--- config.mk ---
export PLATFORM = sky130hd
export DESIGN_NAME = regsel_regfile
export DESIGN_NICKNAME = d
export VERILOG_FILES = /design/src/rtl/regsel_pkg.sv /design/src/rtl/regsel_decode.sv /design/src/rtl/regsel_psel.sv /design/src/rtl/regsel_bank.sv /design/src/rtl/regsel_rdmux.sv /design/src/rtl/regsel_regfile.sv
export SDC_FILE = /design/constraint.sdc
export NUM_CORES = 1
export LEC_CHECK = 0
export ABC_AREA = 1
export BUFFER_PORTS_ARGS = -buffer_cell sky130_fd_sc_hd__buf_2
export CAP_MARGIN = 5
export CORE_MARGIN = 5
export CORE_UTILIZATION = 45
export DETAILED_ROUTE_END_ITERATION = 7
export PLACE_DENSITY = 0.7
export SYNTH_ARGS = -nofsm -noshare
export SYNTH_HDL_FRONTEND = slang
export SYNTH_HIERARCHICAL = 1
export SYNTH_SLANG_ARGS = --single-unit
--- constraint.sdc ---
create_clock -name clk -period 1.6 [get_ports clk]
set_input_delay 0.08 -clock clk [delete_from_list [all_inputs] [get_ports clk]]
set_output_delay 0.08 -clock clk [all_outputs]
set_load 0.02 [all_outputs]
--- src/rtl/regsel_pkg.sv ---
package regsel_pkg;

  typedef enum logic [1:0] {
    ACC_NONE   = 2'd0,
    ACC_PSEL   = 2'd1,
    ACC_SHARED = 2'd2,
    ACC_DUP    = 2'd3
  } acc_kind_t;

  // One-hot choice of which copy a read returns: port 1 wins when both are set.
  function automatic logic [1:0] rd_pick(input logic [1:0] sel);
    logic [1:0] pick;
    if (sel[1])      pick = 2'b10;
    else if (sel[0]) pick = 2'b01;
    else             pick = 2'b00;
    return pick;
  endfunction

  // Ports a write reaches: every selected port for a duplicated entry, both
  // storage slots for a shared entry.
  function automatic logic [1:0] wr_mask(input logic [1:0] sel, input logic is_dup);
    return is_dup ? sel : 2'b11;
  endfunction

endpackage

--- src/rtl/regsel_decode.sv ---
module regsel_decode
  import regsel_pkg::*;
#(
  parameter int N = 6,
  parameter int AW = 8,
  parameter logic [N*AW-1:0] MAP_ADDR = '0,
  parameter logic [N-1:0] MAP_DUP = '0,
  parameter logic [AW-1:0] PSEL_ADDR = 8'h34,
  localparam int IW = (N > 1) ? $clog2(N) : 1
) (
  input  logic [AW-1:0] addr,
  output logic [N-1:0]  hit_vec,
  output logic [IW-1:0] hit_idx,
  output acc_kind_t     kind
);

  for (genvar i = 0; i < N; i++) begin : g_cmp
    assign hit_vec[i] = (addr == MAP_ADDR[i*AW +: AW]);
  end

  always_comb begin
    hit_idx = '0;
    for (int i = 0; i < N; i++) begin
      if (hit_vec[i]) hit_idx = IW'(i);
    end
  end

  always_comb begin
    if (addr == PSEL_ADDR)        kind = ACC_PSEL;
    else if (|(hit_vec & MAP_DUP)) kind = ACC_DUP;
    else if (|hit_vec)             kind = ACC_SHARED;
    else                           kind = ACC_NONE;
  end

endmodule

--- src/rtl/regsel_psel.sv ---
module regsel_psel #(
  parameter logic [1:0] RESET_SEL = 2'b01
) (
  input  logic       clk,
  input  logic       rst_n,
  input  logic       wr,
  input  logic [1:0] wsel,
  output logic [1:0] sel
);

  always_ff @(posedge clk or negedge rst_n) begin
    if (!rst_n)  sel <= RESET_SEL;
    else if (wr) sel <= wsel;
  end

endmodule

--- src/rtl/regsel_bank.sv ---
module regsel_bank #(
  parameter int N = 6,
  parameter int DW = 8,
  parameter logic [N-1:0] MAP_DUP = '0
) (
  input  logic          clk,
  input  logic          rst_n,
  input  logic [N-1:0]  wr_hit,
  input  logic [1:0]    port_mask,
  input  logic [DW-1:0] wdata,
  output logic [N*DW-1:0] p0_flat,
  output logic [N*DW-1:0] p1_flat
);

  for (genvar i = 0; i < N; i++) begin : g_ent
    if (MAP_DUP[i]) begin : g_dup
      logic [DW-1:0] copy0, copy1;
      always_ff @(posedge clk or negedge rst_n) begin
        if (!rst_n) begin
          copy0 <= '0;
          copy1 <= '0;
        end else begin
          if (wr_hit[i] && port_mask[0]) copy0 <= wdata;
          if (wr_hit[i] && port_mask[1]) copy1 <= wdata;
        end
      end
      assign p0_flat[i*DW +: DW] = copy0;
      assign p1_flat[i*DW +: DW] = copy1;
    end else begin : g_shr
      logic [DW-1:0] val;
      always_ff @(posedge clk or negedge rst_n) begin
        if (!rst_n)         val <= '0;
        else if (wr_hit[i]) val <= wdata;
      end
      assign p0_flat[i*DW +: DW] = val;
      assign p1_flat[i*DW +: DW] = val;
    end
  end

endmodule

--- src/rtl/regsel_rdmux.sv ---
module regsel_rdmux
  import regsel_pkg::*;
#(
  parameter int N = 6,
  parameter int DW = 8
) (
  input  acc_kind_t       kind,
  input  logic [N-1:0]    hit_vec,
  input  logic [1:0]      sel,
  input  logic [N*DW-1:0] p0_flat,
  input  logic [N*DW-1:0] p1_flat,
  output logic [DW-1:0]   rd_value
);

  logic [1:0] pick;
  assign pick = rd_pick(sel);

  always_comb begin
    rd_value = '0;
    unique case (kind)
      ACC_PSEL: rd_value = {{(DW-2){1'b0}}, sel};
      ACC_SHARED: begin
        for (int i = 0; i < N; i++)
          if (hit_vec[i]) rd_value = rd_value | p0_flat[i*DW +: DW];
      end
      ACC_DUP: begin
        for (int i = 0; i < N; i++) begin
          if (hit_vec[i] && pick[1]) rd_value = rd_value | p1_flat[i*DW +: DW];
          if (hit_vec[i] && pick[0]) rd_value = rd_value | p0_flat[i*DW +: DW];
        end
      end
      default: rd_value = '0;
    endcase
  end

endmodule

--- src/rtl/regsel_regfile.sv ---
module regsel_regfile
  import regsel_pkg::*;
#(
  parameter int N = 6,
  parameter int AW = 8,
  parameter int DW = 8,
  parameter logic [N*AW-1:0] MAP_ADDR = {8'h40, 8'h21, 8'h10, 8'h03, 8'h02, 8'h00},
  parameter logic [N-1:0] MAP_DUP = 6'b010110,
  parameter logic [AW-1:0] PSEL_ADDR = 8'h34,
  parameter logic [1:0] PSEL_RESET = 2'b01,
  localparam int IW = (N > 1) ? $clog2(N) : 1
) (
  input  logic            clk,
  input  logic            rst_n,
  input  logic [AW-1:0]   bus_addr,
  input  logic [DW-1:0]   bus_wdata,
  input  logic            bus_wr,
  input  logic            bus_rd,
  output logic [DW-1:0]   bus_rdata,
  output logic [N*DW-1:0] p0_regs,
  output logic [N*DW-1:0] p1_regs
);

  acc_kind_t     acc_kind;
  logic [N-1:0]  hit_vec;
  logic [IW-1:0] hit_idx;
  logic [1:0]    port_sel;
  logic [1:0]    port_mask;
  logic [N-1:0]  wr_hit;
  logic [DW-1:0] rd_value;

  // named events for the checker
  logic wr_psel_evt, wr_shared_evt, wr_dup_evt;
  assign wr_psel_evt   = bus_wr && (acc_kind == ACC_PSEL);
  assign wr_shared_evt = bus_wr && (acc_kind == ACC_SHARED);
  assign wr_dup_evt    = bus_wr && (acc_kind == ACC_DUP);

  regsel_decode #(
    .N(N), .AW(AW), .MAP_ADDR(MAP_ADDR), .MAP_DUP(MAP_DUP), .PSEL_ADDR(PSEL_ADDR)
  ) u_dec (
    .addr(bus_addr), .hit_vec(hit_vec), .hit_idx(hit_idx), .kind(acc_kind)
  );

  regsel_psel #(.RESET_SEL(PSEL_RESET)) u_psel (
    .clk(clk), .rst_n(rst_n), .wr(wr_psel_evt), .wsel(bus_wdata[1:0]), .sel(port_sel)
  );

  assign port_mask = wr_mask(port_sel, wr_dup_evt);
  assign wr_hit    = (wr_shared_evt || wr_dup_evt) ? hit_vec : '0;

  regsel_bank #(.N(N), .DW(DW), .MAP_DUP(MAP_DUP)) u_bank (
    .clk(clk), .rst_n(rst_n), .wr_hit(wr_hit), .port_mask(port_mask),
    .wdata(bus_wdata), .p0_flat(p0_regs), .p1_flat(p1_regs)
  );

  regsel_rdmux #(.N(N), .DW(DW)) u_rd (
    .kind(acc_kind), .hit_vec(hit_vec), .sel(port_sel),
    .p0_flat(p0_regs), .p1_flat(p1_regs), .rd_value(rd_value)
  );

  always_ff @(posedge clk or negedge rst_n) begin
    if (!rst_n)      bus_rdata <= '0;
    else if (bus_rd) bus_rdata <= rd_value;
  end

endmodule

# After elaboration in Yosys (flattened, before gate mapping)
# Cells that the tools add are included.
[totals] register_bits=82 input_bits=20 output_inout_bits=104 word_cells=103
[op_classes] eq_ne=9 n_mux=42 bitwise_logic=16 n_reduce_logical=25
[op_table] op="two-way mux 8 bit" n=34
[op_table] op="OR 8 bit" n=16
[op_table] op="case mux 8 bit (3 select lines)" n=1
[op_table] op="logical AND 1 bit" n=21
[op_table] op="== test 8 x 2 -> 1 bit (second input constant)" n=2
[op_table] op="== test 8 x 6 -> 1 bit (second input constant)" n=2
[op_table] op="two-way mux 2 bit" n=5
[op_table] op="== test 8 x 5 -> 1 bit (second input constant)" n=1
[op_table] op="== test 8 x 7 -> 1 bit (second input constant)" n=1
[op_table] op="zero test 8 bit" n=1
[op_table] op="two-way mux 6 bit" n=1
[op_table] op="OR reduction 6 bit" n=1
[op_table] op="== test 2 bit (second input constant)" n=2
[op_table] op="OR reduction 3 bit" n=1
[op_table] op="== test 2 x 1 -> 1 bit (second input constant)" n=1
[op_table] op="logical OR 1 bit" n=1
[op_table] op="two-way mux 1 bit" n=1

# Longest topological paths before layout
# Gate-level depths: netlist (run 1).
[depth] word_depth=40 mapped_depth=15 depth_no_buf=14

# Cells and area by module
# Netlist (run 1), hierarchy kept.
[by_module_without_submodules] mod="regsel_bank" n_inst=1 cells_each=341 area_each_um2=3103.0
[by_module_without_submodules] mod="regsel_rdmux" n_inst=1 cells_each=220 area_each_um2=928.4
[by_module_without_submodules] mod="regsel_regfile" n_inst=1 cells_each=52 area_each_um2=387.9
[by_module_without_submodules] mod="regsel_decode" n_inst=1 cells_each=49 area_each_um2=250.2
[by_module_without_submodules] mod="regsel_psel" n_inst=1 cells_each=9 area_each_um2=77.6

# Worst setup path after synthesis (run 1)
# No wires, ideal clock.
[synth_timing] path_kind="input port to flip-flop" from="input port bus_addr[7]" to="register u_bank.g_ent[3].g_shr.val[5]" setup_ns=0.127 arrival_ns=1.397 required_time_ns=1.473 setup_slack_ns=0.076 path_stages=9 path_buffers=1 cell_sequence="nor2_4 > nand2_4 > nor2_4 > nor2_2 > nand3_1 > nand2_1 > nor2_1 > buf_4 > o21ai_0"
[synth_between] elab_chain_len=9 word_cells_on_any_way=18 classes_between="eq/ne: 8; mux: 4; reduce/logical: 6"
[synth_lines] item="start, declared" line_no="regsel_regfile.sv:15" rtl="input logic [AW-1:0] bus_addr,"
[synth_lines] item="== test 8 x 5 -> 1 bit *" line_no="regsel_decode.sv:18" rtl="assign hit_vec[i] = (addr == MAP_ADDR[i*AW +: AW]);"
[synth_lines] item="net hit_vec[3]" line_no="regsel_regfile.sv:25" rtl="logic [N-1:0] hit_vec;"
[synth_lines] item="OR reduction 6 bit *" line_no="regsel_decode.sv:31" rtl="else if (|hit_vec) kind = ACC_SHARED;"
[synth_lines] item="two-way mux 2 bit *" line_no="regsel_decode.sv:31"
[synth_lines] item="two-way mux 2 bit *" line_no="regsel_decode.sv:30" rtl="else if (|(hit_vec & MAP_DUP)) kind = ACC_DUP;"
[synth_lines] item="two-way mux 2 bit *" line_no="regsel_decode.sv:29" rtl="if (addr == PSEL_ADDR) kind = ACC_PSEL;"
[synth_lines] item="net acc_kind[1]" line_no="regsel_regfile.sv:24" rtl="acc_kind_t acc_kind;"
[synth_lines] item="== test 2 bit, on equally long branches" line_no="regsel_regfile.sv:35, regsel_regfile.sv:36"
[synth_lines] item="logical AND 1 bit, on equally long branches" line_no="regsel_regfile.sv:35, regsel_regfile.sv:36"
[synth_lines] item="logical OR 1 bit *" line_no="regsel_regfile.sv:49" rtl="assign wr_hit = (wr_shared_evt || wr_dup_evt) ? hit_vec : '0;"
[synth_lines] item="two-way mux 6 bit *" line_no="regsel_regfile.sv:49"
[synth_lines] item="net wr_hit[3]" line_no="regsel_regfile.sv:29" rtl="logic [N-1:0] wr_hit;"
[synth_lines] item="end signal, assigned" line_no="regsel_bank.sv:33" rtl="else if (wr_hit[i]) val <= wdata;"
[synth_lines] item="end, declared" line_no="regsel_bank.sv:30" rtl="logic [DW-1:0] val;"
# The timed path passes the listed nets; every way through them passes the cells marked *.
# A chain may end at the register's enable or synchronous reset.

# Final worst setup path (run 1)
[layout_timing] from="register u_psel.sel[1]" to="register bus_rdata[4]"
[layout_between] elab_chain_len=37 word_cells_on_any_way=48 classes_between="mux: 25; bitwise: 11; reduce/logical: 12"
[layout_lines] item="start, declared" line_no="regsel_psel.sv:8" rtl="output logic [1:0] sel"
[layout_lines] item="start signal, assigned" line_no="regsel_psel.sv:13" rtl="else if (wr) sel <= wsel;"
[layout_lines] item="two-way mux 2 bit *" line_no="regsel_pkg.sv:13" rtl="if (sel[1]) pick = 2'b10;"
[layout_lines] item="logical AND 1 bit" line_no="regsel_rdmux.sv:28" rtl="if (hit_vec[i] && pick[1]) rd_value = rd_value | p1_flat[i*DW +: DW];"
[layout_lines] item="two-way mux 8 bit" line_no="regsel_rdmux.sv:28"
[layout_lines] item="two-way mux 8 bit" line_no="regsel_rdmux.sv:20" rtl="unique case (kind)"
[layout_lines] item="OR 8 bit" line_no="regsel_rdmux.sv:29" rtl="if (hit_vec[i] && pick[0]) rd_value = rd_value | p0_flat[i*DW +: DW];"
[layout_lines] item="two-way mux 8 bit" line_no="regsel_rdmux.sv:29"
[layout_lines] item="two-way mux 8 bit" line_no="regsel_rdmux.sv:20"
[layout_lines] item="OR 8 bit" line_no="regsel_rdmux.sv:28"
[layout_lines] item="[... 22 more ...]"
[layout_lines] item="two-way mux 8 bit" line_no="regsel_rdmux.sv:20"
[layout_lines] item="OR 8 bit" line_no="regsel_rdmux.sv:28"
[layout_lines] item="two-way mux 8 bit" line_no="regsel_rdmux.sv:28"
[layout_lines] item="two-way mux 8 bit" line_no="regsel_rdmux.sv:20"
[layout_lines] item="OR 8 bit" line_no="regsel_rdmux.sv:29"
[layout_lines] item="two-way mux 8 bit *" line_no="regsel_rdmux.sv:29"
[layout_lines] item="case mux 8 bit (3 select lines) *" line_no="regsel_rdmux.sv:20"
[layout_lines] item="net rd_value[4]" line_no="regsel_regfile.sv:30" rtl="logic [DW-1:0] rd_value;"
[layout_lines] item="end signal, assigned" line_no="regsel_regfile.sv:63" rtl="else if (bus_rd) bus_rdata <= rd_value;"
[layout_lines] item="end, declared" line_no="regsel_regfile.sv:19" rtl="output logic [DW-1:0] bus_rdata,"
# The timed path passes the listed nets; every way through them passes the cells marked *. The select of a mux whose other input is x is not followed.

==> impl_summary.log, run 1 <==
[metrics] Max-slew headroom: 0.6886
[metrics] clock sink count: 82
[metrics] initial drt markers: 442
[metrics] crit-path max FO: 21
[metrics] Sum Neg Setup Slack: 0 ns
[metrics] CTS tree: built
[metrics] Post-CTS Setup Repair Bufs: 0
[metrics] status: finished clean
[metrics] Die Y-Extent: 112.5 microns
[metrics] max-cap viol count: 0
[metrics] RePlAce Congestion: 0.9482
[metrics] count of input and output buffers: 123
[metrics] share of the core filled with cells in the final layout: 0.5436
[metrics] drt wl/cell: 16.39 microns
[metrics] wire length of the first global-routing pass: 23.83 mm
[metrics] synthesized net count: 687
[metrics] unrepaired setup endpoints after global routing: true
[metrics] Req. time, crit path: 1.88 ns
[metrics] wirelength, routed: 15.10 mm
[metrics] net switching power: 0.0009835 W
[metrics] clock-pin slew of the registers on the worst-case setup and hold paths: 0.09 ns
[metrics] Setup Crit Path Kind: register to register
[metrics] count of warnings emitted by yosys: 6
[metrics] critical path data arrival time: 1.78 ns
[metrics] growth of design area from synthesis to finish: 18.09%
[metrics] via density per instance: 5.117
[metrics] DRC violations left: 0
[metrics] Final Cycle Share: 0.9394
[metrics] # setup viols final: 0
[metrics] final cell count without fillers: 921
[metrics] Final Max Tran Viols: 0
[metrics] final number of hold-violating endpoints: 0
[metrics] Antenna Violating Nets Remaining: 0
[metrics] number of antenna violations at the first check in global routing: 0
[metrics] clock network power share: 0.376
[metrics] Rows: 37
[metrics] worst supply voltage drop on vdd: 0.4537 mV
[metrics] count of filler cells inserted in the layout: 1032
[metrics] number of antenna repair diodes: 0
[metrics] number of standard cells after synthesis: 667
[metrics] synthesized area: 0.004731 sq mm
[metrics] placed cell count: 904
[metrics] average cell area after synthesis: 7.093 sq um
[metrics] worst min-delay path class: input port to register
[metrics] vias in the first global route: 4514
[metrics] number of primary I/O pins: 124
[metrics] clk_lat worst skew: 0.37 ns
[metrics] H-tree levels: 3
[metrics] buffer depth of the longest clock path: 2
[metrics] slew at the pin closest to its max-slew limit: 0.4670 ns
[metrics] internal cell power: 0.002809 W
[metrics] TritonCTS Buffers: 9
[metrics] power share of the sequential group: 0.554
[metrics] category of the worst setup path launch point: register
[metrics] total iterations of the first detailed-routing run: 5
[metrics] pin count of the biggest net entering global routing: 36
[metrics] total via count in the routed design: 4713
[metrics] initial core utilization: 0.4603
[metrics] GRT Overall Usage: 0.2396
[metrics] remaining global-route overflow: 0
[metrics] Clock Root Buffer: sky130_fd_sc_hd__clkbuf_8
[metrics] clock skew after layout: 0.01663 ns
[metrics] share of cells above drive strength 1: 0.2522
[metrics] fin crit period: 1.503 ns
[metrics] Power, Total: 0.003792 W
[metrics] ratio of total power to cell area: 678.8 mW/mm^2
[metrics] combinational share of power: 0.070
[metrics] switch share: 0.2594
[metrics] timing-limited maximum frequency: 665.3 MHz
[metrics] sort of element at the end of the critical path: register
[metrics] estimated wirelength of the detail-placed design: 11.28 mm
[metrics] die area: 0.01266 sq mm
[metrics] net count of the finished layout: 800
[metrics] width of the chip: 112.5 microns
[metrics] area of the core: 0.01028 sq mm
[metrics] reported leakage power: 3.204 nW
## cell type report
cell class              count  area [sq um]  area share
clock buffers              12         155.1     0.02777
flip-flops and latches     82          2053      0.3675
inverters                  74         277.8     0.04972
clock inverters             4         26.28    0.004703
repair buffers            158         933.4      0.1671
multi-input cells         455          1971      0.3527
well taps                 136         170.2     0.03046
## power by group through the flow
stage,sequential (W),combinational [W],clock (W)
after CTS,0.00210,0.000264,0.00145
after floorplan,0.00215,0.000127,0
after global placement,0.00214,0.000254,0
after detailed placement,0.00214,0.000263,0
final,0.00210,0.000265,0.00143
after global routing,0.00210,0.000290,0.00154
## metal layers
layer / vias up / GRT usage / routed length [microns]
met5: - / 0 / 0
met4: 0 / 0.09455 / 393
met3: 31 / 0.05606 / 1353
met2: 224 / 0.3794 / 7041
met1: 2203 / 0.3183 / 6308
li1: 2255 / - / -
## repair_timing
action,4_1_cts,5_1_grt
hold buffers,1,0
endpoints found under the hold margin,33,0
resized for setup,0,2
setup endpoints to repair,0,3
## sequential cells by signal (all words and copies together) (netlist names)
| signal | cells |
|---|---|
| bus_rdata | 8 |
| u_bank/g_ent.g_dup.copy0 | 24 |
| u_bank/g_ent.g_dup.copy1 | 24 |
| u_bank/g_ent.g_shr.val | 24 |
| u_psel/sel | 2 |
## critical path, cell delays in order (launching register included)
cell                       delay, ns
sky130_fd_sc_hd__dfrtp_1        0.40
sky130_fd_sc_hd__buf_12         0.16
sky130_fd_sc_hd__inv_2          0.07
sky130_fd_sc_hd__nand2_2        0.06
sky130_fd_sc_hd__a21boi_4       0.25
sky130_fd_sc_hd__o21ai_0        0.20
sky130_fd_sc_hd__nand2_1        0.15
sky130_fd_sc_hd__nand2_1        0.05
sky130_fd_sc_hd__o21ai_0        0.08
## metrics by stage
stage               worst slack [ns]  cell area, sq um  hold slack (ns)
global placement            -0.08479              5390          0.06183
floorplan                     0.1036              4731          -0.2156
CTS                           0.1294              5582          0.04244
detailed placement           -0.2283              5390          0.07048
finish                       0.09690              5587          0.05762
global route                -0.01217              5587          0.07161
## worst paths after layout
check	startpoint	cells after the start	slack, ns	end
max	u_psel/sel[1]$_DFFE_PN0P_	8	0.1	bus_rdata[4]$_DFFE_PN0P_
min	bus_rd	3	0.06	bus_rdata[2]$_DFFE_PN0P_
max reg2reg	u_psel/sel[1]$_DFFE_PN0P_	8	0.1	bus_rdata[4]$_DFFE_PN0P_
min reg2reg	u_psel/sel[0]$_DFFE_PN1P_	2	0.50	u_psel/sel[0]$_DFFE_PN1P_
max in group asynchronous	rst_n	3	0.77	u_psel/sel[0]$_DFFE_PN1P_
min in group asynchronous	rst_n	2	0.19	u_bank/g_ent[1].g_dup.copy0[3]$_DFFE_PN0P_
## placed cells by master (no fill, tap or decap), drive strengths merged, types with 2 or more instances in the layout
cell type,count
o21ai,44
nand4,9
clkinv,3
nand3,62
nor3,2
nor2,37
inv,74
a21oi,2
dfrtp,81
buf,157
nand2,296
clkbuf,12
(Power assumes the default switching activity.)
==> run 2, diff against run 1 <==
--- a/config.mk
+++ b/config.mk
@@ -5,13 +5,12 @@
 export SDC_FILE = /design/constraint.sdc
 export NUM_CORES = 1
 export LEC_CHECK = 0
-export ABC_AREA = 1
 export BUFFER_PORTS_ARGS = -buffer_cell sky130_fd_sc_hd__buf_2
 export CAP_MARGIN = 5
 export CORE_MARGIN = 5
 export CORE_UTILIZATION = 45
 export DETAILED_ROUTE_END_ITERATION = 7
-export PLACE_DENSITY = 0.7
+export PLACE_DENSITY = 0.71
 export SYNTH_ARGS = -nofsm -noshare
 export SYNTH_HDL_FRONTEND = slang
 export SYNTH_HIERARCHICAL = 1
==> impl_summary.log, run 2 <==
[metrics] status: finished, violations left
[metrics] failing checks: negative setup slack
[metrics] area of the multi-input gates: 0.002273 sq mm (+15%)
[metrics] TritonCTS Buffers: 9 (unchanged)
[metrics] Clock Root Buffer: sky130_fd_sc_hd__clkbuf_8
[metrics] sort of element at the end of the critical path: register
[metrics] vias in the first global route: 3664 (-19%)
[metrics] via density per instance: 6.139 (+20%)
[metrics] most frequent cells in the layout: sky130_fd_sc_hd__buf_2, sky130_fd_sc_hd__mux2_4, sky130_fd_sc_hd__dfrtp_1, sky130_fd_sc_hd__a22oi_1, sky130_fd_sc_hd__buf_4
[metrics] max-cap viol count: 0 (unchanged)
[metrics] number of antenna violations at the first check in global routing: 0 (unchanged)
[metrics] Die Y-Extent: 106.6 microns (-5.3%)
[metrics] CTS tree: built
[metrics] pin count of the biggest net entering global routing: 37 (+2.8%)
[metrics] total iterations of the first detailed-routing run: 5 (unchanged)
[metrics] worst setup slack before clock tree synthesis: -0.5659 ns (-0.3375 ns)
[metrics] Setup Crit Path Kind: input port to register
[metrics] die area: 0.01137 sq mm (-10%)
[metrics] growth of design area from synthesis to finish: 37.59%
[metrics] critical path data arrival time: 2.07 ns (+0.29 ns)
[metrics] area of the core: 0.009153 sq mm (-11%)
[metrics] buffer depth of the longest clock path: 2 (unchanged)
[metrics] initial drt markers: 373 (-16%)
[metrics] placed cell count: 563 (-38%)
[metrics] largest registers in the final layout: u_bank/g_ent.g_shr.val x24, u_bank/g_ent.g_dup.copy0 x24, u_bank/g_ent.g_dup.copy1 x24
[metrics] total via count in the routed design: 3610 (-23%)
[metrics] wirelength, routed: 13.95 mm (-7.6%)
[metrics] post-route setup slack: -0.1886 ns (-0.2855 ns)
[metrics] DRC violations left: 0 (unchanged)
[metrics] number of standard cells after synthesis: 332 (-50%)
[metrics] clock sink count: 82 (unchanged)
[metrics] timing-limited maximum frequency: 559.1 MHz (-16%)
[metrics] share of the core filled with cells in the final layout: 0.6314 (+0.08786)
[metrics] clock-pin slew of the registers on the worst-case setup and hold paths: 0.09 ns (about the same)
[metrics] final cell count without fillers: 588 (-36%)
[metrics] average cell area after synthesis: 12.65 sq um (+78%)
[metrics] worst supply voltage drop on vdd: 0.3710 mV (-18%)
[metrics] drt wl/cell: 23.72 microns (+45%)
[metrics] Rows: 35 (-5.4%)
[metrics] Final Max Tran Viols: 0 (unchanged)
[metrics] count of warnings emitted by yosys: 6 (unchanged)
[metrics] wire length of the first global-routing pass: 20.98 mm (-12%)
[metrics] final number of hold-violating endpoints: 0 (unchanged)
[metrics] clock skew after layout: 0.01037 ns (-0.006266 ns)
[metrics] number of antenna repair diodes: 0 (unchanged)
[metrics] net count of the finished layout: 493 (-38%)
[metrics] crit-path max FO: 4 (-81%)
[metrics] estimated wirelength of the detail-placed design: 9.273 mm (-18%)
[metrics] clk_lat worst skew: 0.35 ns (-0.02 ns)
[metrics] width of the chip: 106.6 microns (-5.3%)
[metrics] post-route cell area: 0.005779 sq mm (+3.4%)
[metrics] Area after DPL: 0.005079 sq mm (-5.8%)
[metrics] Sum Neg Setup Slack: -3.280 ns (-3.280 ns)
[metrics] timing startpoint of the critical path: bus_addr[2]
[metrics] count of filler cells inserted in the layout: 707 (-31%)
[metrics] synthesized net count: 352 (-49%)
[metrics] reported leakage power: 3.052 nW (-4.8%)
[metrics] sequential standard cell area: 0.002053 sq mm (unchanged)
[metrics] # setup viols final: 76 (+76)
[metrics] number of primary I/O pins: 124 (unchanged)
[metrics] count of input and output buffers: 123 (unchanged)
[metrics] GRT Overall Usage: 0.2393 (-0.0003283)
[metrics] Final Cycle Share: 1.118 (+0.1784)
[metrics] category of the worst setup path launch point: input port
[metrics] ratio of total power to cell area: 661.7 mW/mm^2 (-2.5%)
[metrics] startpoint of the most critical hold path: bus_wdata[6]
[metrics] unrepaired setup endpoints after global routing: true
[metrics] initial core utilization: 0.4589 (-0.001392)
[metrics] H-tree levels: 3 (unchanged)
[metrics] Antenna Violating Nets Remaining: 0 (unchanged)
[metrics] fin crit period: 1.789 ns (+0.2855 ns)
[metrics] Max-slew headroom: 0.6393 (-0.04938)
[metrics] remaining global-route overflow: 0 (unchanged)
[metrics] synthesized area: 0.004200 sq mm (-11%)
[metrics] share of cells above drive strength 1: 0.6289 (+0.3767)
[metrics] slew at the pin closest to its max-slew limit: 0.5411 ns (+0.07406 ns)
[metrics] RePlAce Congestion: 0.8890 (-6.2%)
[metrics] worst min-delay path class: input port to register
[metrics] leading cell type in the layout, fill and taps excluded: sky130_fd_sc_hd__buf_2
[metrics] Req. time, crit path: 1.89 ns (about the same)
[metrics] startpoint of the worst register-to-register path: u_psel/sel[1]$_DFFE_PN0P_
-- run 2: cell count changes in the layout (fill, tap and decap cells not counted), sizes merged, moves of 8 or more --
| cell | before | now |
|---|---|---|
| a22oi | 0 | 46 |
| a31oi | 0 | 8 |
| buf | 157 | 175 |
| inv | 74 | 0 |
| mux2 | 0 | 82 |
| nand2 | 296 | 14 |
| nand3 | 62 | 3 |
| nand4 | 9 | 0 |
| nor2 | 37 | 5 |
| o21ai | 44 | 0 |
-- run 2: report_power, final --
group	switching [W]	internal, W
sequential	0.0000174	0.00208
combinational	0.000158	0.000105
clock	0.000748	0.000711
-- run 2: through the flow --
step / hold slack [ns] / power (W)
after floorplan: -0.2156 / 0.002213
after global placement: 0.02952 / 0.002366
after detailed placement: 0.03637 / 0.002370
after CTS: 0.07566 / 0.003821
after global routing: 0.1140 / 0.003967
final: 0.09426 / 0.003824
-- run 2: metal layers --
layer	vias to the layer above	wire, microns	GRT usage
met5	-	0	0
met4	0	419	0.09589
met3	38	1256	0.04094
met2	233	6728	0.3853
met1	1817	5544	0.3224
li1	1522	-	-
-- run 2: final cells by class --
| type | instances | area share |
|---|---|---|
| flip-flops and latches | 82 | 0.3553 |
| repair buffers | 176 | 0.1955 |
| multi-input cells | 204 | 0.3934 |
| clock buffers | 10 | 0.02208 |
| well taps | 111 | 0.02403 |
| clock inverters | 5 | 0.009742 |
-- run 2: critical path, cell delays in order --
cell	delay, ns
sky130_fd_sc_hd__buf_6	0.09
sky130_fd_sc_hd__or3_4	0.38
sky130_fd_sc_hd__or3_4	0.36
sky130_fd_sc_hd__nor3b_4	0.33
sky130_fd_sc_hd__buf_4	0.22
sky130_fd_sc_hd__a22oi_1	0.08
sky130_fd_sc_hd__a31oi_1	0.20
sky130_fd_sc_hd__o21a_1	0.18
sky130_fd_sc_hd__mux2_4	0.15
-- run 2: repair_timing --
action	4_1_cts	5_1_grt
endpoints found under the setup margin	72	82
hold buffers	1	0
pin swaps	25	9
gates resized for setup	52	52
buffers inserted	8	0
cloned	1	0
hold endpoints to repair	25	0
-- run 2: worst paths after layout --
kind | to | slack [ns] | cells after the start
min reg2reg | bus_rdata[6]$_DFFE_PN0P_ | 0.51 | 1
min | u_bank/g_ent[5].g_shr.val[6]$_DFFE_PN0P_ | 0.09 | 2
max in group asynchronous | u_bank/g_ent[4].g_dup.copy1[6]$_DFFE_PN0P_ | 0.76 | 3
min in group asynchronous | u_bank/g_ent[0].g_shr.val[7]$_DFFE_PN0P_ | 0.20 | 2
max | bus_rdata[4]$_DFFE_PN0P_ | -0.19 | 9
max reg2reg | bus_rdata[1]$_DFFE_PN0P_ | -0.09 | 4
==> run 3, diff against run 2 <==
--- a/config.mk
+++ b/config.mk
@@ -5,7 +5,7 @@
 export SDC_FILE = /design/constraint.sdc
 export NUM_CORES = 1
 export LEC_CHECK = 0
-export BUFFER_PORTS_ARGS = -buffer_cell sky130_fd_sc_hd__buf_2
+export BUFFER_PORTS_ARGS = -buffer_cell sky130_fd_sc_hd__clkbuf_2
 export CAP_MARGIN = 5
 export CORE_MARGIN = 5
 export CORE_UTILIZATION = 45
==> impl_summary.log, run 3 (same netlist as run 2, synthesis figures left out) <==
[metrics] clock sink count: 82 (unchanged)
[metrics] crit-path max FO: 8 (+4)
[metrics] pin count of the biggest net entering global routing: 32 (-14%)
[metrics] count of filler cells inserted in the layout: 687 (-2.8%)
[metrics] reported leakage power: 3.023 nW (-0.96%)
[metrics] switch share: 0.2281 (-0.01339)
[metrics] growth of design area from synthesis to finish: 39.68%
[metrics] initial core utilization: 0.4589 (unchanged)
[metrics] depth of the worst register-to-register path: 4 (unchanged)
[metrics] ratio of total power to cell area: 714.6 mW/mm^2 (+8.0%)
[metrics] net switching power: 0.0009563 W (+3.6%)
[metrics] end of the worst register-to-register path: bus_rdata[0]$_DFFE_PN0P_
[metrics] RePlAce Congestion: 0.8303 (-6.6%)
[metrics] sort of element at the end of the critical path: register
[metrics] post-route setup slack: -0.1628 ns (+0.02575 ns)
[metrics] Antenna Violating Nets Remaining: 0 (unchanged)
[metrics] sequential standard cell area: 0.002053 sq mm (unchanged)
[metrics] Hold Path Stages: 2 (unchanged)
[metrics] share of the core filled with cells in the final layout: 0.6410 (+0.009570)
[metrics] TritonCTS Buffers: 9 (unchanged)
[metrics] CTS tree: built
[metrics] via density per instance: 5.885 (-4.1%)
[metrics] destination of the worst hold path: u_bank/g_ent[2].g_dup.copy1[6]$_DFFE_PN0P_
[metrics] width of the chip: 106.6 microns (unchanged)
[metrics] Final Max Tran Viols: 0 (unchanged)
[metrics] clk_lat worst skew: 0.36 ns (about the same)
[metrics] fin crit period: 1.763 ns (-0.02575 ns)
[metrics] reg-to-reg setup timing slack: -0.02 ns (+0.07 ns)
[metrics] final number of hold-violating endpoints: 0 (unchanged)
[metrics] critical path data arrival time: 2.07 ns (about the same)
[metrics] post-route cell area: 0.005867 sq mm (+1.5%)
[metrics] buffer depth of the longest clock path: 2 (unchanged)
[metrics] max-cap viol count: 0 (unchanged)
[metrics] largest registers in the final layout: u_bank/g_ent.g_shr.val x24, u_bank/g_ent.g_dup.copy0 x24, u_bank/g_ent.g_dup.copy1 x24
[metrics] clock-pin slew of the registers on the worst-case setup and hold paths: 0.09 ns (about the same)
[metrics] Fin Hold WS: 0.1021 ns (+0.007859 ns)
[metrics] power share of the sequential group: 0.501 (-0.049)
[metrics] share of cells above drive strength 1: 0.6326 (+0.003637)
[metrics] failing checks: negative setup slack
[metrics] Final Cycle Share: 1.102 (-0.01609)
[metrics] Setup Crit Path Kind: input port to register
[metrics] busiest layer in global routing: met2
[metrics] drt wl/cell: 22.74 microns (-4.1%)
[metrics] total iterations of the first detailed-routing run: 5 (unchanged)
[metrics] # setup viols final: 78 (+2.6%)
[metrics] clock network power share: 0.436 (+0.054)
[metrics] worst min-delay path class: input port to register
[metrics] status: finished, violations left
[metrics] number of primary I/O pins: 124 (unchanged)
[metrics] Req. time, crit path: 1.91 ns (+0.02 ns)
[metrics] Area after DPL: 0.005231 sq mm (+3.0%)
[metrics] met2 routing resource usage after global routing: 0.3979 (+0.01259)
[metrics] Rows: 35 (unchanged)
[metrics] count of input and output buffers: 123 (unchanged)
[metrics] die area: 0.01137 sq mm (unchanged)
[metrics] GRT Overall Usage: 0.2352 (-0.004155)
[metrics] combinational share of power: 0.063 (-0.006)
[metrics] vias in the first global route: 3591 (-2.0%)
[metrics] Die Y-Extent: 106.6 microns (unchanged)
[metrics] Sum Neg Setup Slack: -3.975 ns (-0.6946 ns)
[metrics] DRC violations left: 0 (unchanged)
[metrics] number of antenna repair diodes: 0 (unchanged)
[metrics] timing-limited maximum frequency: 567.3 MHz (+1.5%)
[metrics] clock skew after layout: 0.01260 ns (+0.002233 ns)
[metrics] startpoint of the most critical hold path: bus_wdata[6]
[metrics] slew at the pin closest to its max-slew limit: 0.4532 ns (-0.08787 ns)
[metrics] worst supply voltage drop on vdd: 0.5868 mV (+58%)
[metrics] Clock Root Buffer: sky130_fd_sc_hd__clkbuf_8
[metrics] met3 GRT Util: 0.04515 (+0.004214)
[metrics] Max-slew headroom: 0.6978 (+0.05858)
[metrics] area of the core: 0.009153 sq mm (unchanged)
[metrics] remaining global-route overflow: 0 (unchanged)
[metrics] wirelength, routed: 13.42 mm (-3.8%)
[metrics] category of the worst setup path launch point: input port
[metrics] internal cell power: 0.003236 W (+12%)
[metrics] initial drt markers: 249 (-33%)
[metrics] Power, Total: 0.004193 W (+9.6%)
[metrics] wire length of the first global-routing pass: 20.49 mm (-2.4%)
[metrics] unrepaired setup endpoints after global routing: true
[metrics] leading cell type in the layout, fill and taps excluded: sky130_fd_sc_hd__clkbuf_2
[metrics] net count of the finished layout: 494 (+0.20%)
[metrics] H-tree levels: 3 (unchanged)
[metrics] startpoint of the worst register-to-register path: u_bank/g_ent[0].g_shr.val[0]$_DFFE_PN0P_
[metrics] most frequent cells in the layout: sky130_fd_sc_hd__clkbuf_2, sky130_fd_sc_hd__dfrtp_1, sky130_fd_sc_hd__mux2_4, sky130_fd_sc_hd__a22oi_1, sky130_fd_sc_hd__buf_4
[metrics] total via count in the routed design: 3472 (-3.8%)
[metrics] number of antenna violations at the first check in global routing: 0 (unchanged)
[metrics] met1 track demand over resource in global routing: 0.3127 (-0.009622)
[metrics] estimated wirelength of the detail-placed design: 9.290 mm (+0.18%)
[metrics] area of the multi-input gates: 0.002205 sq mm (-3.0%)
run 3: worst max-delay path by stage:
stage | endpoint | slack [ns] | depth (start not counted) | startpoint
finish | bus_rdata[2]$_DFFE_PN0P_ | -0.16 | 9 | bus_addr[7]
detailed placement | u_bank/g_ent[5].g_shr.val[7]$_DFFE_PN0P_ | -0.51 | 7 | bus_addr[7]
global route | bus_rdata[0]$_DFFE_PN0P_ | -0.16 | 9 | bus_addr[7]
floorplan | bus_rdata[3]$_DFFE_PN0P_ | -0.28 | 9 | bus_addr[7]
global placement | u_bank/g_ent[5].g_shr.val[6]$_DFFE_PN0P_ | -0.46 | 7 | bus_addr[7]
CTS | bus_rdata[2]$_DFFE_PN0P_ | -0.05 | 9 | bus_addr[7]
run 3: what timing repair did:
| item | CTS | global route |
|---|---|---|
| resized for setup | 68 | 26 |
| buffers inserted | 1 | 2 |
| hold buffers | 1 | 0 |
| hold endpoints to repair | 27 | 0 |
| pin swaps | 18 | 22 |
| endpoints found under the setup margin | 72 | 80 |
run 3: through the flow:
step	worst slack, ns	std cells
after floorplan	-0.2840	332
after global placement	-0.4577	570
after detailed placement	-0.5081	570
after CTS	-0.05308	588
after global routing	-0.1603	590
final	-0.1628	590
run 3: critical path, stage by stage:
cell and delay [ns]:
sky130_fd_sc_hd__buf_6 0.09, sky130_fd_sc_hd__or3_4 0.39, sky130_fd_sc_hd__or3_4 0.37, sky130_fd_sc_hd__nor3b_4 0.30, sky130_fd_sc_hd__buf_6 0.19, sky130_fd_sc_hd__a22oi_1 0.07
sky130_fd_sc_hd__a32oi_1 0.21, sky130_fd_sc_hd__o21a_1 0.20, sky130_fd_sc_hd__mux2_4 0.16
run 3: cell type report:
class / instances / share of cell area
flip-flops and latches: 82 / 0.3500
well taps: 111 / 0.02367
repair buffers: 177 / 0.2096
clock inverters: 6 / 0.01919
multi-input cells: 204 / 0.3758
clock buffers: 10 / 0.02175
run 3: power groups by stage:
stage / Sequential [W] / Clock, W / Combinational (W)
2_1_floorplan: 0.00214 / 0 / 0.0000722
4_1_cts: 0.00210 / 0.00183 / 0.000252
5_1_grt: 0.00210 / 0.00193 / 0.000285
6_report: 0.00210 / 0.00183 / 0.000264
3_3_place_gp: 0.00214 / 0 / 0.000233
3_5_place_dp: 0.00214 / 0 / 0.000237
run 3: layer usage:
metal	wire, microns	up-vias
met5	0	-
met4	253	0
met3	1012	23
met2	6640	197
met1	5512	1731
li1	-	1521
